$ cat config.mk
export PLATFORM = sky130hd
export DESIGN_NAME = mmu_ctl_bank
export DESIGN_NICKNAME = d
export VERILOG_FILES = /design/src/rtl/mmu_bank_pkg.sv /design/src/rtl/mmu_fsr_unit.sv /design/src/rtl/mmu_tag_unit.sv /design/src/rtl/mmu_rd_mux.sv /design/src/rtl/mmu_ctl_bank.sv
export SDC_FILE = /design/constraint.sdc
export NUM_CORES = 1
export LEC_CHECK = 0
export CORE_MARGIN = 2
export CORE_UTILIZATION = 56
export CTS_CLUSTER_SIZE = 14
export DETAILED_ROUTE_END_ITERATION = 7
export GPL_TIMING_DRIVEN = 0
export PLACE_DENSITY = 0.86
export SYNTH_ARGS = -nofsm -noshare
export SYNTH_HDL_FRONTEND = slang
export SYNTH_SLANG_ARGS = --single-unit
$ cat constraint.sdc
create_clock -name clk -period 3.3 [get_ports clk]
set_clock_uncertainty 0.15 [all_clocks]
set_input_delay 0.33 -clock clk [delete_from_list [all_inputs] [get_ports clk]]
set_output_delay 0.33 -clock clk [all_outputs]
set_load 0.05 [all_outputs]
$ cat src/rtl/mmu_bank_pkg.sv
package mmu_bank_pkg;
  localparam int MMU_DW     = 64;
  localparam int CTX_W      = 13;
  localparam int IDX_W      = 4;
  localparam int IDX_LSB    = 3;
  localparam int TT_SHIFT   = 22;
  localparam int TT_CTX_POS = 48;
  localparam int FSR_VLD    = 0;
  localparam int FSR_WR     = 2;
  localparam int FSR_USR    = 3;
  localparam int FSR_FT     = 7;
  localparam logic [MMU_DW-1:0] FSR_OVF_CODE = 64'd2;

  typedef enum logic [IDX_W-1:0] {
    IX_TTGT = 4'd0,
    IX_PCTX = 4'd1,
    IX_SCTX = 4'd2,
    IX_FSR  = 4'd3,
    IX_FAR  = 4'd4,
    IX_TSB  = 4'd5,
    IX_TAG  = 4'd6
  } mmu_idx_e;

  // Synthesized read-only word for index 0
  function automatic logic [MMU_DW-1:0] tag_target(input logic [MMU_DW-1:0] ta);
    logic [MMU_DW-1:0] ctx_part;
    ctx_part = {{(MMU_DW-CTX_W){1'b0}}, ta[CTX_W-1:0]};
    return (ctx_part << TT_CTX_POS) | (ta >> TT_SHIFT);
  endfunction

  // Fault status after a reported fault
  function automatic logic [MMU_DW-1:0] fsr_on_fault(
    input logic [MMU_DW-1:0] cur,
    input logic              usr,
    input logic              wr,
    input logic [1:0]        ft
  );
    logic [MMU_DW-1:0] r;
    r = cur[FSR_VLD] ? FSR_OVF_CODE : cur;
    r[FSR_VLD]        = 1'b1;
    r[FSR_WR]         = r[FSR_WR] | wr;
    r[FSR_USR]        = r[FSR_USR] | usr;
    r[FSR_FT +: 2]    = r[FSR_FT +: 2] | ft;
    return r;
  endfunction

  // Tag access value captured on a miss
  function automatic logic [MMU_DW-1:0] miss_tag(
    input logic [MMU_DW-1:0] va,
    input logic [CTX_W-1:0]  ctx
  );
    return {va[MMU_DW-1:CTX_W], ctx};
  endfunction
endpackage

$ cat src/rtl/mmu_fsr_unit.sv
module mmu_fsr_unit
  import mmu_bank_pkg::*;
#(
  parameter bit IS_DATA = 1'b1
) (
  input  logic              clk,
  input  logic              rst_n,
  input  logic              wr_fsr,
  input  logic              wr_far,
  input  logic [MMU_DW-1:0] wdata,
  input  logic              flt_valid,
  input  logic              flt_user,
  input  logic              flt_write,
  input  logic [1:0]        flt_type,
  input  logic [MMU_DW-1:0] flt_va,
  output logic [MMU_DW-1:0] fsr_q,
  output logic [MMU_DW-1:0] far_q
);
  logic fsr_clear_wr;
  assign fsr_clear_wr = wr_fsr && !wdata[FSR_VLD];

  always_ff @(posedge clk) begin
    if (!rst_n) begin
      fsr_q <= '0;
    end else if (flt_valid) begin
      fsr_q <= fsr_on_fault(fsr_q, flt_user, flt_write, flt_type);
    end else if (wr_fsr) begin
      fsr_q <= fsr_clear_wr ? '0 : wdata;
    end
  end

  always_ff @(posedge clk) begin
    if (!rst_n || !IS_DATA) begin
      far_q <= '0;
    end else if (flt_valid) begin
      far_q <= flt_va;
    end else if (fsr_clear_wr) begin
      far_q <= '0;
    end else if (wr_far) begin
      far_q <= wdata;
    end
  end
endmodule

$ cat src/rtl/mmu_tag_unit.sv
module mmu_tag_unit
  import mmu_bank_pkg::*;
(
  input  logic              clk,
  input  logic              rst_n,
  input  logic              wr_tag,
  input  logic              wr_tsb,
  input  logic [MMU_DW-1:0] wdata,
  input  logic              miss_valid,
  input  logic [MMU_DW-1:0] miss_va,
  input  logic [CTX_W-1:0]  miss_ctx,
  output logic [MMU_DW-1:0] tag_q,
  output logic [MMU_DW-1:0] tsb_q
);
  always_ff @(posedge clk) begin
    if (!rst_n) begin
      tag_q <= '0;
    end else if (miss_valid) begin
      tag_q <= miss_tag(miss_va, miss_ctx);
    end else if (wr_tag) begin
      tag_q <= wdata;
    end
  end

  always_ff @(posedge clk) begin
    if (!rst_n) begin
      tsb_q <= '0;
    end else if (wr_tsb) begin
      tsb_q <= wdata;
    end
  end
endmodule

$ cat src/rtl/mmu_rd_mux.sv
module mmu_rd_mux
  import mmu_bank_pkg::*;
(
  input  logic              clk,
  input  logic              rst_n,
  input  logic              rd_en,
  input  logic [IDX_W-1:0]  rd_idx,
  input  logic [CTX_W-1:0]  pri_q,
  input  logic [CTX_W-1:0]  sec_q,
  input  logic [MMU_DW-1:0] fsr_q,
  input  logic [MMU_DW-1:0] far_q,
  input  logic [MMU_DW-1:0] tsb_q,
  input  logic [MMU_DW-1:0] tag_q,
  output logic [MMU_DW-1:0] rd_data
);
  logic [MMU_DW-1:0] sel;

  always_comb begin
    case (rd_idx)
      IX_TTGT: sel = tag_target(tag_q);
      IX_PCTX: sel = {{(MMU_DW-CTX_W){1'b0}}, pri_q};
      IX_SCTX: sel = {{(MMU_DW-CTX_W){1'b0}}, sec_q};
      IX_FSR:  sel = fsr_q;
      IX_FAR:  sel = far_q;
      IX_TSB:  sel = tsb_q;
      IX_TAG:  sel = tag_q;
      default: sel = '0;
    endcase
  end

  always_ff @(posedge clk) begin
    if (!rst_n) begin
      rd_data <= '0;
    end else if (rd_en) begin
      rd_data <= sel;
    end
  end
endmodule

$ cat src/rtl/mmu_ctl_bank.sv
module mmu_ctl_bank
  import mmu_bank_pkg::*;
#(
  parameter bit IS_DATA = 1'b1
) (
  input  logic                      clk,
  input  logic                      rst_n,
  input  logic [IDX_LSB+IDX_W-1:IDX_LSB] reg_addr,
  input  logic                      wr_en,
  input  logic [MMU_DW-1:0]         wr_data,
  input  logic                      rd_en,
  output logic [MMU_DW-1:0]         rd_data,
  input  logic                      flt_valid,
  input  logic                      flt_user,
  input  logic                      flt_write,
  input  logic [1:0]                flt_type,
  input  logic [MMU_DW-1:0]         flt_va,
  input  logic                      miss_valid,
  input  logic [MMU_DW-1:0]         miss_va,
  input  logic [CTX_W-1:0]          ctx_in,
  output logic [CTX_W-1:0]          ctx_out
);
  logic [IDX_W-1:0]  idx;
  logic              wr_pri, wr_sec, wr_fsr, wr_far, wr_tsb, wr_tag;
  logic [CTX_W-1:0]  pri_q, sec_q, miss_ctx;
  logic [MMU_DW-1:0] fsr_q, far_q, tsb_q, tag_q;

  assign idx = reg_addr;

  // Write decode: data-only registers are gated off on the instruction side
  assign wr_pri = wr_en && (idx == IX_PCTX) && IS_DATA;
  assign wr_sec = wr_en && (idx == IX_SCTX) && IS_DATA;
  assign wr_far = wr_en && (idx == IX_FAR)  && IS_DATA;
  assign wr_fsr = wr_en && (idx == IX_FSR);
  assign wr_tsb = wr_en && (idx == IX_TSB);
  assign wr_tag = wr_en && (idx == IX_TAG);

  always_ff @(posedge clk) begin
    if (!rst_n) begin
      pri_q <= '0;
      sec_q <= '0;
    end else begin
      if (wr_pri) pri_q <= wr_data[CTX_W-1:0];
      if (wr_sec) sec_q <= wr_data[CTX_W-1:0];
    end
  end

  assign miss_ctx = IS_DATA ? pri_q : ctx_in;
  assign ctx_out  = pri_q;

  mmu_fsr_unit #(.IS_DATA(IS_DATA)) u_fsr (
    .clk(clk), .rst_n(rst_n), .wr_fsr(wr_fsr), .wr_far(wr_far), .wdata(wr_data),
    .flt_valid(flt_valid), .flt_user(flt_user), .flt_write(flt_write),
    .flt_type(flt_type), .flt_va(flt_va), .fsr_q(fsr_q), .far_q(far_q)
  );

  mmu_tag_unit u_tag (
    .clk(clk), .rst_n(rst_n), .wr_tag(wr_tag), .wr_tsb(wr_tsb), .wdata(wr_data),
    .miss_valid(miss_valid), .miss_va(miss_va), .miss_ctx(miss_ctx),
    .tag_q(tag_q), .tsb_q(tsb_q)
  );

  mmu_rd_mux u_rd (
    .clk(clk), .rst_n(rst_n), .rd_en(rd_en), .rd_idx(idx),
    .pri_q(pri_q), .sec_q(sec_q), .fsr_q(fsr_q), .far_q(far_q),
    .tsb_q(tsb_q), .tag_q(tag_q), .rd_data(rd_data)
  );
endmodule

Word-level counts from Yosys, hierarchy flattened
Cells that the tools add are included.
{ "classes": {"n_eq_ne": 7, "muxes": 10, "bitwise_logic": 4, "reduce_logical": 13} }
{ "op_table": {"columns": ["operator", "count"], "rows": [
  ["$mux 64", 9],
  ["$pmux 64 s7", 1],
  ["$or 61x42->61", 1],
  ["$eq 4x3->1 const B", 3],
  ["$eq 4x2->1 const B", 2],
  ["$logic_and 1x1->1", 7],
  ["$eq 4x1->1 const B", 1],
  ["$logic_not 4->1", 1],
  ["$reduce_bool 2->1", 2],
  ["$reduce_bool 3->1", 1],
  ["$ne 2x1->1 const B", 1],
  ["$or 1x1->1", 2],
  ["$or 2x2->2", 1],
  ["$reduce_and 2->1", 1],
  ["$logic_not 1->1", 1]
]} }
{ "totals": {"regBits": 346} }

Longest topological paths before layout
Gate-level depths: netlist (run 1).
{ "logic_depth": {"ltp_word": 6, "ltp_mapped": 7, "ltp_nobuf": 4} }

Cells and area by module
From an unflattened synthesis (run 1), not the netlist that was laid out.
{ "hier_totals": {"hier_cells": 1652, "area_unflattened_um2": 16946.3} }
{ "by_module_without_submodules": {"columns": ["mod", "instances", "cells_per_inst", "area_each_um2"], "rows": [
  ["mmu_tag_unit", 1, 490, 5899.4],
  ["mmu_fsr_unit", 1, 575, 5547.8],
  ["mmu_rd_mux", 1, 481, 4445.5],
  ["mmu_ctl_bank", 1, 106, 1053.5]
]} }

Worst setup path before layout (run 1)
Ideal clock, no wire load.
{ "synth_path": {"kind": "in2reg", "start": "input port reg_addr[3] in the netlist's numbering", "end": "register u_fsr.fsr_q[3]", "arrival_time_ns": 1.658, "setup_slack_ns": 1.434, "path_stages": 6, "path_buffers": 2, "path_cell_list": "buf_4 > or3b_4 > nor4_4 > buf_6 > a222oi_1 > inv_1"} }
{ "synth_between": {"elab_chain_cells": 6} }
{ "synth_lines": {"columns": ["item", "line", "text"], "rows": [
  ["start, declared", "mmu_ctl_bank.sv:8", "input logic [IDX_LSB+IDX_W-1:IDX_LSB] reg_addr,"],
  ["$eq 4x2->1 *", "mmu_ctl_bank.sv:34", "assign wr_fsr = wr_en && (idx == IX_FSR);"],
  ["$logic_and 1x1->1 *", "mmu_ctl_bank.sv:34", null],
  ["$logic_and 1x1->1", "mmu_fsr_unit.sv:20", "assign fsr_clear_wr = wr_fsr && !wdata[FSR_VLD];"],
  ["$mux 64", "mmu_fsr_unit.sv:28", "fsr_q <= fsr_clear_wr ? '0 : wdata;"],
  ["$mux 64", "mmu_fsr_unit.sv:27", "end else if (wr_fsr) begin"],
  ["$mux 64", "mmu_fsr_unit.sv:25", "end else if (flt_valid) begin"],
  ["end signal, assigned", "mmu_fsr_unit.sv:26", "fsr_q <= fsr_on_fault(fsr_q, flt_user, flt_write, flt_type);"],
  ["end signal, assigned", "mmu_fsr_unit.sv:28", null],
  ["end, declared", "mmu_fsr_unit.sv:16", "output logic [MMU_DW-1:0] fsr_q,"]
]} }
Every way passes the cells marked *; elsewhere a longest branch is shown, timed or not. The select of a mux whose other input is x is not followed.
A chain may end at the register's enable or synchronous reset.

Worst setup path in the final report (run 1)
{ "layout_path": {"start": "input port reg_addr[5] in the netlist's numbering", "end": "register u_fsr.far_q[46]"} }
{ "layout_between": {"elab_chain_cells": 5} }
{ "layout_lines": {"columns": ["item", "line", "text"], "rows": [
  ["$eq 4x2->1", "mmu_ctl_bank.sv:34", null],
  ["$logic_and 1x1->1", "mmu_ctl_bank.sv:34", null],
  ["$logic_and 1x1->1", "mmu_fsr_unit.sv:20", null],
  ["$mux 64", "mmu_fsr_unit.sv:37", "end else if (fsr_clear_wr) begin"],
  ["$mux 64", "mmu_fsr_unit.sv:35", "end else if (flt_valid) begin"],
  ["end signal, assigned", "mmu_fsr_unit.sv:36", "far_q <= flt_va;"],
  ["end signal, assigned", "mmu_fsr_unit.sv:40", "far_q <= wdata;"],
  ["end, declared", "mmu_fsr_unit.sv:17", "output logic [MMU_DW-1:0] far_q"]
]} }
Parallel ways exist; a longest one is shown, timed or not.

==> results of run 1 <==
[where the power goes]
| part | internal (W) | switching [W] |
|---|---|---|
| clock network | 0.00259 | 0.00171 |
| logic | 0.000423 | 0.000565 |
| registers | 0.00431 | 0.000122 |
[final cells by class]
class                   instances  area [sq um]
well taps                     335           419
repair buffers                267          2670
fillers                      1908          6900
diodes                          1          2.50
flip-flops and latches        346          6930
inverters                       9          33.8
multi-input cells            1066          7060
clock inverters                14           198
plain buffers                 140           664
clock buffers                  47          1030
[cells by family (layout without fill, tap and decap cells)]
kind of cell           Yosys count  count (layout)  synth area share [%]
other                            0               1                     0
multiplexers                   214             214                  15.1
buffers and inverters          149             477                  4.75
AO/OA/AOI/OAI                  530             530                  23.8
flip-flops                     346             346                  47.2
AND/OR/NAND/NOR                322             322                  9.26
[critical path, delay by kind of cell]
| kind | cells | cell delay, ps |
|---|---|---|
| simple gates | 2 | 500 |
| compound gates | 2 | 1460 |
| buf+inv | 2 | 1040 |
[worst paths after layout]
path / start / to / slack [ps] / cells after the start
worst max-delay path: reg_addr[5] / u_fsr.far_q[46] / 180 / 6
worst min-delay path: flt_valid / u_fsr.fsr_q[0] / 80 / 3
worst max register to register: u_fsr.fsr_q[0] / u_fsr.fsr_q[7] / 1160 / 4
worst min register to register: u_rd.rd_data[45] / u_rd.rd_data[45] / 310 / 2
[layout by cell type (no fill, tap or decap), types with 39 or more instances in the layout]
cell type,count
a21oi_1,132
nand2_1,251
buf_2,45
clkbuf_1,75
o21ai_0,145
nor2_1,39
clkdlybuf4s50_1,267
a22oi_1,46
a22o_1,119
o211ai_1,43
mux2i_1,204
dfxtp_1,346
[sequential cells by signal, indices dropped and copies added, names as in the netlist]
name,count
u_tag.tag_q,64
u_tag.tsb_q,64
u_fsr.fsr_q,64
ctx_out,13
u_fsr.far_q,64
sec_q,13
u_rd.rd_data,64
[synth_stat cells, drive strengths merged (2+ instances only)]
library cell | number | share of area (%)
and2 | 4 | 0.17
a32oi | 5 | 0.30
a211oi | 2 | 0.10
o211ai | 43 | 2.2
o31ai | 3 | 0.15
mux2i | 204 | 14
a222oi | 7 | 0.48
dfxtp | 346 | 47
o21ai | 146 | 5.0
mux2 | 5 | 0.38
a22o | 119 | 7.1
nor2 | 39 | 1.0
inv | 8 | 0.20
nand2 | 252 | 6.5
nor4 | 2 | 0.19
nand3 | 4 | 0.14
mux4 | 5 | 0.77
a221oi | 18 | 1.1
nor2b | 4 | 0.17
clkbuf | 72 | 1.8
a21oi | 132 | 4.5
nor3b | 2 | 0.10
o2bb2ai | 2 | 0.12
buf | 68 | 2.7
and4bb | 3 | 0.26
a31oi | 2 | 0.085
a22oi | 46 | 2.4
[routing by layer]
layer / global-route usage [%] / up-vias / wire [um] / part of all wire, %
met3: 9.15 / 224 / 7020 / 13
met1: 49.1 / 6799 / 20400 / 37
met4: 21.1 / 0 / 3490 / 6.3
met2: 60.3 / 1077 / 24600 / 44
met5: 0 / - / 0 / 0
li1: - / 6319 / - / -
[per-stage QoR]
step                      util [%]  instances
after floorplan                  -       1561
after global placement        68.6       2163
after detailed placement      68.6       2163
after CTS                     73.4       2224
after global routing          73.4       2224
final                         73.4       2225
==> flow_metrics.tcl, run 1 <==
set metrics [dict create \
    status "complete, but fails checks" \
    violations "capacitance limit, slew limit" \
    rsz0062_at_grt "no" \
    vias 14400 \
    setup_slack_ps 185 \
    post_dp_cell_area_sq_um 17800 \
    synthCells 1561 \
    die_area_sq_um 27500 \
    cts_buffer_depth 3 \
    setup_violations 0 \
    cpPeakStageDelay_ps 1250 \
    core_region_area_sq_um 25900 \
    endpoint_kind "register" \
    maxSlewHeadroom_pct -7.73 \
    synth_seq_cells 346 \
    cts_buffers 36 \
    cts_hold_buf 0 \
    grt_pass1_wl_mm 81.8 \
    placementRows 59 \
    dr.pass1.iters 6 \
    yosys.cell_types.count 53 \
    ys_seq_area_share_pct 47.2 \
    clock-root-buffer "clkbuf_16" \
    period_needed_ps 3120 \
    num_io_pins 296 \
    grt_usage_pct 38.5 \
    syn_area_per_cell_sq_um 9.41 \
    p_leak_nw 7.84 \
    criticalPathCategory "in2reg" \
    crit_fanout 10 \
    htree_levels 2 \
    cts_sinks 346 \
    yosys_most_used_dff "dfxtp_1" \
    finalPower_w 0.00971 \
    cap_viol_max_count 1 \
    hp-class "in2reg" \
    ant_nets 0 \
    max_freq_mhz 321 \
    wl_mm 55.5 \
    die_w_um 166 \
    post-cts-setup-buffers 0 \
    cts.repair.resized 0 \
    required_ps 3520 \
    gp_congestion 1.01 \
    first_global_vias 13700 \
    layout-drive-gt1-share_pct 7.20 \
    final_area_sq_um 19000 \
    final_nets 2085 \
    port_buffers 267 \
    dp_hpwl_mm 40.2 \
    area_growth_pct 29.5 \
    synth_nets 1780 \
    whs_ps 84.0 \
    ir_drop_mv 0.385 \
    grt_max_degree 15 \
    detail_route.wl_per_cell_um 24.9 \
    start_util_pct 56.7 \
    clk_pin_slew_ps 60 \
    worst_setup_path_start_kind "input pin" \
    drv_slew 10 \
    slowest_stage "o21ai_1" \
    p_per_area_nw_per_um2 511 \
    yosys_warnings 0 \
    drtIter0Drc 1748 \
    place_ws_ps -102 \
    worst_pin_slew_ps 1610 \
    cts_tree "built" \
    drc 0 \
    fin_crit_sh_pct 94.4 \
    async_flop_share_pct 0 \
    hold_viol_final 0 \
    antenna_found_initial 1 \
    arrival_ps 3340 \
    clk_latency_ps 520 \
    setup_tns_ps 0 \
    path_cells "clkdlybuf4s50_1, and4bb_2, nand2_1, o21ai_1, clkbuf_1, o21ai_0" \
    synth_area_sq_um 14700 \
    viasPerCell 6.48 \
    die_y_um 166 \
    gr-total-overflow 0 \
    synth_edf_count 0 \
]
Note: power is estimated with default switching activity, not from simulation.
==> inputs of run 2 (changes only) <==
- CORE_UTILIZATION: 56 -> 60
- DONT_BUFFER_PORTS: default -> 1
- PLACE_DENSITY: 0.86 -> 0.76
==> flow_metrics.tcl, run 2 (same netlist as run 1, synthesis figures left out) <==
set metrics [dict create \
    cts.repair.resized 0 \
    reg2reg_to "u_fsr.fsr_q[3]" \
    p_leak_nw 7.84 \
    fin_crit_sh_pct 91.9 \
    ant_nets 0 \
    fillers 1688 \
    violations "DRC" \
    r2r_slack_ps 440 \
    cts_buffer_depth 3 \
    post-cts-setup-buffers 0 \
    wl_mm 58.3 \
    reg2regPathDepth 5 \
    cts_sinks 346 \
    drv_slew 0 \
    final-seq-area_sq_um 6930 \
    worst_pin_slew_ps 1440 \
    r2r-start "u_fsr.fsr_q[0]" \
    worst_setup_path_start_kind "input pin" \
    die_y_um 160 \
    final_common_cell "dfxtp_1" \
    first_global_vias 14700 \
    port_buffers 0 \
    arrival_ps 3280 \
    p_per_area_nw_per_um2 508 \
    antenna_found_initial 7 \
    drc 1 \
    ir_drop_mv 0.403 \
    die_w_um 160 \
    finalPower_w 0.00944 \
    post_dp_cell_area_sq_um 15100 \
    gp_congestion 0.975 \
    area_growth_pct 26.6 \
    clk_latency_ps 530 \
    grt_usage_pct 44.0 \
    clock-root-buffer "clkbuf_16" \
    grt_max_degree 14 \
    final_area_sq_um 18600 \
    final_nets 2054 \
    maxSlewHeadroom_pct 3.33 \
    hold_viol_final 0 \
    fin_util_pct 76.9 \
    layout-drive-gt1-share_pct 6.88 \
    min_to "u_fsr.fsr_q[0]" \
    required_ps 3540 \
    rsz0062_at_grt "no" \
    multi_input_area_sq_um 7060 \
    cts_hold_buf 235 \
    detail_route.wl_per_cell_um 26.6 \
    dp_hpwl_mm 37.9 \
    grt_pass1_wl_mm 87.1 \
    hp-class "in2reg" \
    gr-total-overflow 0 \
    vias 14800 \
    die_area_sq_um 25700 \
    min-delay-start "wr_en" \
    criticalPathCategory "in2reg" \
    whs_ps 19.5 \
    period_needed_ps 3030 \
    max_freq_mhz 330 \
    drtIter0Drc 2330 \
    setup_violations 0 \
    htree_levels 2 \
    crit_fanout 10 \
    endpoint_kind "register" \
    start_util_pct 60.7 \
    core_region_area_sq_um 24200 \
    cts_tree "built" \
    final_cell_mix "dfxtp_1 (346), nand2_1 (251), dlygate4sd3_1 (235), mux2i_1 (204), o21ai_0 (145)" \
    setup_tns_ps 0 \
    viasPerCell 6.75 \
    cap_viol_max_count 0 \
    clk_pin_slew_ps 60 \
    dr.pass1.iters 8 \
    min_path_cells 3 \
    status "complete, but fails checks" \
    placementRows 57 \
    num_io_pins 296 \
    cts_buffers 37 \
]
## run 2: cell types whose count changed in the layout (fill, tap and decap cells not counted), sizes merged
cell,delta
clkdlybuf4s50,-267
diode,+5
clkbuf,+11
bufinv,-4
clkinv,-5
clkinvlp,+1
dlygate4sd3,+235
## run 2: final cells by class
class / count / share of cell area, %
clock inverter: 6 / 0.343
timing repair buffer: 235 / 12.6
tap: 324 / 2.18
clock buffer: 58 / 5.78
multi-input combinational: 1066 / 38.0
inverter: 9 / 0.182
buffer: 140 / 3.57
sequential: 346 / 37.2
antenna: 6 / 0.0807
## run 2: stage by stage
step	instances	setup WS [ps]
after floorplan	1561	1430
after global placement	1885	562
after detailed placement	1885	559
after CTS	2184	539
after global routing	2190	274
final	2190	267
## run 2: worst max-delay path by stage
| stage | from | to | slack (ps) |
|---|---|---|---|
| 6_report | reg_addr[3] | u_fsr.far_q[21] | 270 |
| 2_1_floorplan | reg_addr[3] | u_fsr.fsr_q[3] | 1430 |
| 4_1_cts | reg_addr[3] | u_fsr.far_q[19] | 540 |
| 3_5_place_dp | reg_addr[3] | u_fsr.far_q[22] | 560 |
| 5_1_grt | reg_addr[3] | u_fsr.far_q[28] | 270 |
| 3_3_place_gp | reg_addr[3] | u_fsr.far_q[19] | 560 |
## run 2: where the power goes
group | switching [W] | internal, W | total (W)
sequential | 0.000159 | 0.00431 | 0.00447
combinational | 0.000536 | 0.000407 | 0.000943
clock | 0.00172 | 0.00231 | 0.00404
## run 2: critical path, stage by stage
cell and delay (ps):
buf_4 140, and4bb_2 240, nand2_1 140, o21ai_1 1130, clkbuf_1 480, o21ai_0 210, dlygate4sd3_1 590
## run 2: layer usage
metal	routed length (um)	share of wire [%]	track usage [%]	vias up
met5	0	0	0	-
met4	4030	6.9	26.7	0
met3	8250	14	14.7	313
met2	25300	43	68.1	1231
met1	20700	36	53.4	6971
li1	-	-	-	6273
==> inputs of run 3 (changes only) <==
--- a/config.mk
+++ b/config.mk
@@ -11,6 +11,6 @@
 export DETAILED_ROUTE_END_ITERATION = 7
 export DONT_BUFFER_PORTS = 1
-export GPL_TIMING_DRIVEN = 0
 export PLACE_DENSITY = 0.76
+export SETUP_SLACK_MARGIN = 0.05
 export SYNTH_ARGS = -nofsm -noshare
 export SYNTH_HDL_FRONTEND = slang
==> constraint.sdc (replaced) <==
create_clock -name clk -period 3.3 [get_ports clk]
set_clock_uncertainty 0.15 [all_clocks]
set_input_delay 0.495 -clock clk [delete_from_list [all_inputs] [get_ports clk]]
set_output_delay 0.495 -clock clk [all_outputs]
set_load 0.05 [all_outputs]
==> flow_metrics.tcl, run 3 (same netlist as run 1, synthesis figures left out) <==
set metrics [dict create \
    placementRows 57 \
    criticalPathCategory "in2reg" \
    htree_levels 2 \
    final_nets 1845 \
    p_per_area_nw_per_um2 538 \
    drtIter0Drc 1476 \
    path_buf_inv 4 \
    ir_drop_mv 0.423 \
    die_area_sq_um 25700 \
    cts_buffers 37 \
    maxSlewHeadroom_pct 23.9 \
    setup_tns_ps 0 \
    period_needed_ps 2640 \
    slowest_stage "buf_4" \
    max_freq_mhz 379 \
    num_io_pins 296 \
    final_cell_mix "dfxtp_1 (346), nand2_1 (249), mux2i_1 (204), o21ai_0 (145), dlygate4sd3_1 (134)" \
    port_buffers 0 \
    layout-drive-gt1-share_pct 7.26 \
    post_dp_cell_area_sq_um 14800 \
    die_y_um 160 \
    arrival_ps 2920 \
    final_area_sq_um 17400 \
    gp_congestion 0.868 \
    core_region_area_sq_um 24200 \
    dp_hpwl_mm 29.8 \
    hp-class "in2reg" \
    dr.pass1.iters 6 \
    fin_crit_sh_pct 80.0 \
    endpoint_kind "register" \
    gr-total-overflow 0 \
    ant_nets 0 \
    rsz0062_at_grt "no" \
    cap_viol_max_count 0 \
    cts_tree "built" \
    grt_max_degree 85 \
    cts_sinks 346 \
    first_global_vias 13500 \
    vias 13300 \
    detail_route.wl_per_cell_um 25.9 \
    clk_latency_ps 530 \
    required_ps 3580 \
    place_ws_ps 697 \
    drc 0 \
    clk_pin_slew_ps 60 \
    status "finished clean" \
    die_w_um 160 \
    cpPeakStageDelay_ps 620 \
    whs_ps 2.07 \
    final_common_cell "dfxtp_1" \
    antenna_found_initial 3 \
    p_leak_nw 7.24 \
    cts.repair.resized 0 \
    area_growth_pct 18.2 \
    cp_top_family "buffers and inverters" \
    setup_slack_ps 661 \
    worst_setup_path_start_kind "input pin" \
    start_util_pct 60.7 \
    viasPerCell 6.71 \
    hold_viol_final 0 \
    grt_pass1_wl_mm 78.6 \
    grt_usage_pct 39.1 \
    path_cells "and4bb_2, buf_4, a221oi_4, buf_4, a222oi_1, dlygate4sd3_1, inv_1" \
    drv_slew 0 \
    wl_mm 51.3 \
    setup_violations 0 \
    crit_fanout 69 \
    clock-root-buffer "clkbuf_16" \
    cts_buffer_depth 3 \
    worst_pin_slew_ps 1140 \
    critical_path.most_common_cell "buf_4" \
]
==> run 3: worst paths after layout <==
check,from,depth (start not counted),slack [ps],endpoint
setup / recovery,reg_addr[5],7,660,u_fsr.fsr_q[7]
hold / removal,rst_n,2,2,u_tag.tag_q[24]
setup reg to reg,u_fsr.fsr_q[0],5,1150,u_fsr.fsr_q[7]
hold reg to reg,u_tag.tsb_q[31],2,310,u_tag.tsb_q[31]
==> run 3: through the flow <==
step	total power [W]	cells	util [%]
after global routing	0.00960	1978	71.7
final	0.00934	1981	71.8
after global placement	0.00504	1776	61.1
after floorplan	0.00491	1561	-
after detailed placement	0.00506	1776	61.1
after CTS	0.00931	1976	71.7
==> run 3: what timing repair did <==
item,in CTS,in global routing
endpoints found under the hold margin,257,1
setup buffers,0,0
hold buffers,134,1
==> run 3: layout make-up <==
class,instances,area (sq um)
Antenna cell,4,10.0
Clock buffer,52,1090
Clock inverter,14,124
Fill cell,1776,6820
Inverter,9,37.5
Multi-Input combinational cell,1066,7110
Sequential cell,346,6930
Tap cell,324,405
Timing Repair Buffer,166,1640
==> run 3: report_power, final <==
| group | switching [W] | internal, W |
|---|---|---|
| logic | 0.000397 | 0.000310 |
| clock network | 0.00170 | 0.00247 |
| registers | 0.000154 | 0.00431 |
==> run 3: metal layers <==
layer / up-vias / GRT usage, % / wire (um)
met5: - / 0 / 10
met3: 209 / 11.5 / 5770
met2: 880 / 62.1 / 23400
met4: 2 / 21.8 / 2840
li1: 5834 / - / -
met1: 6374 / 47.7 / 19300
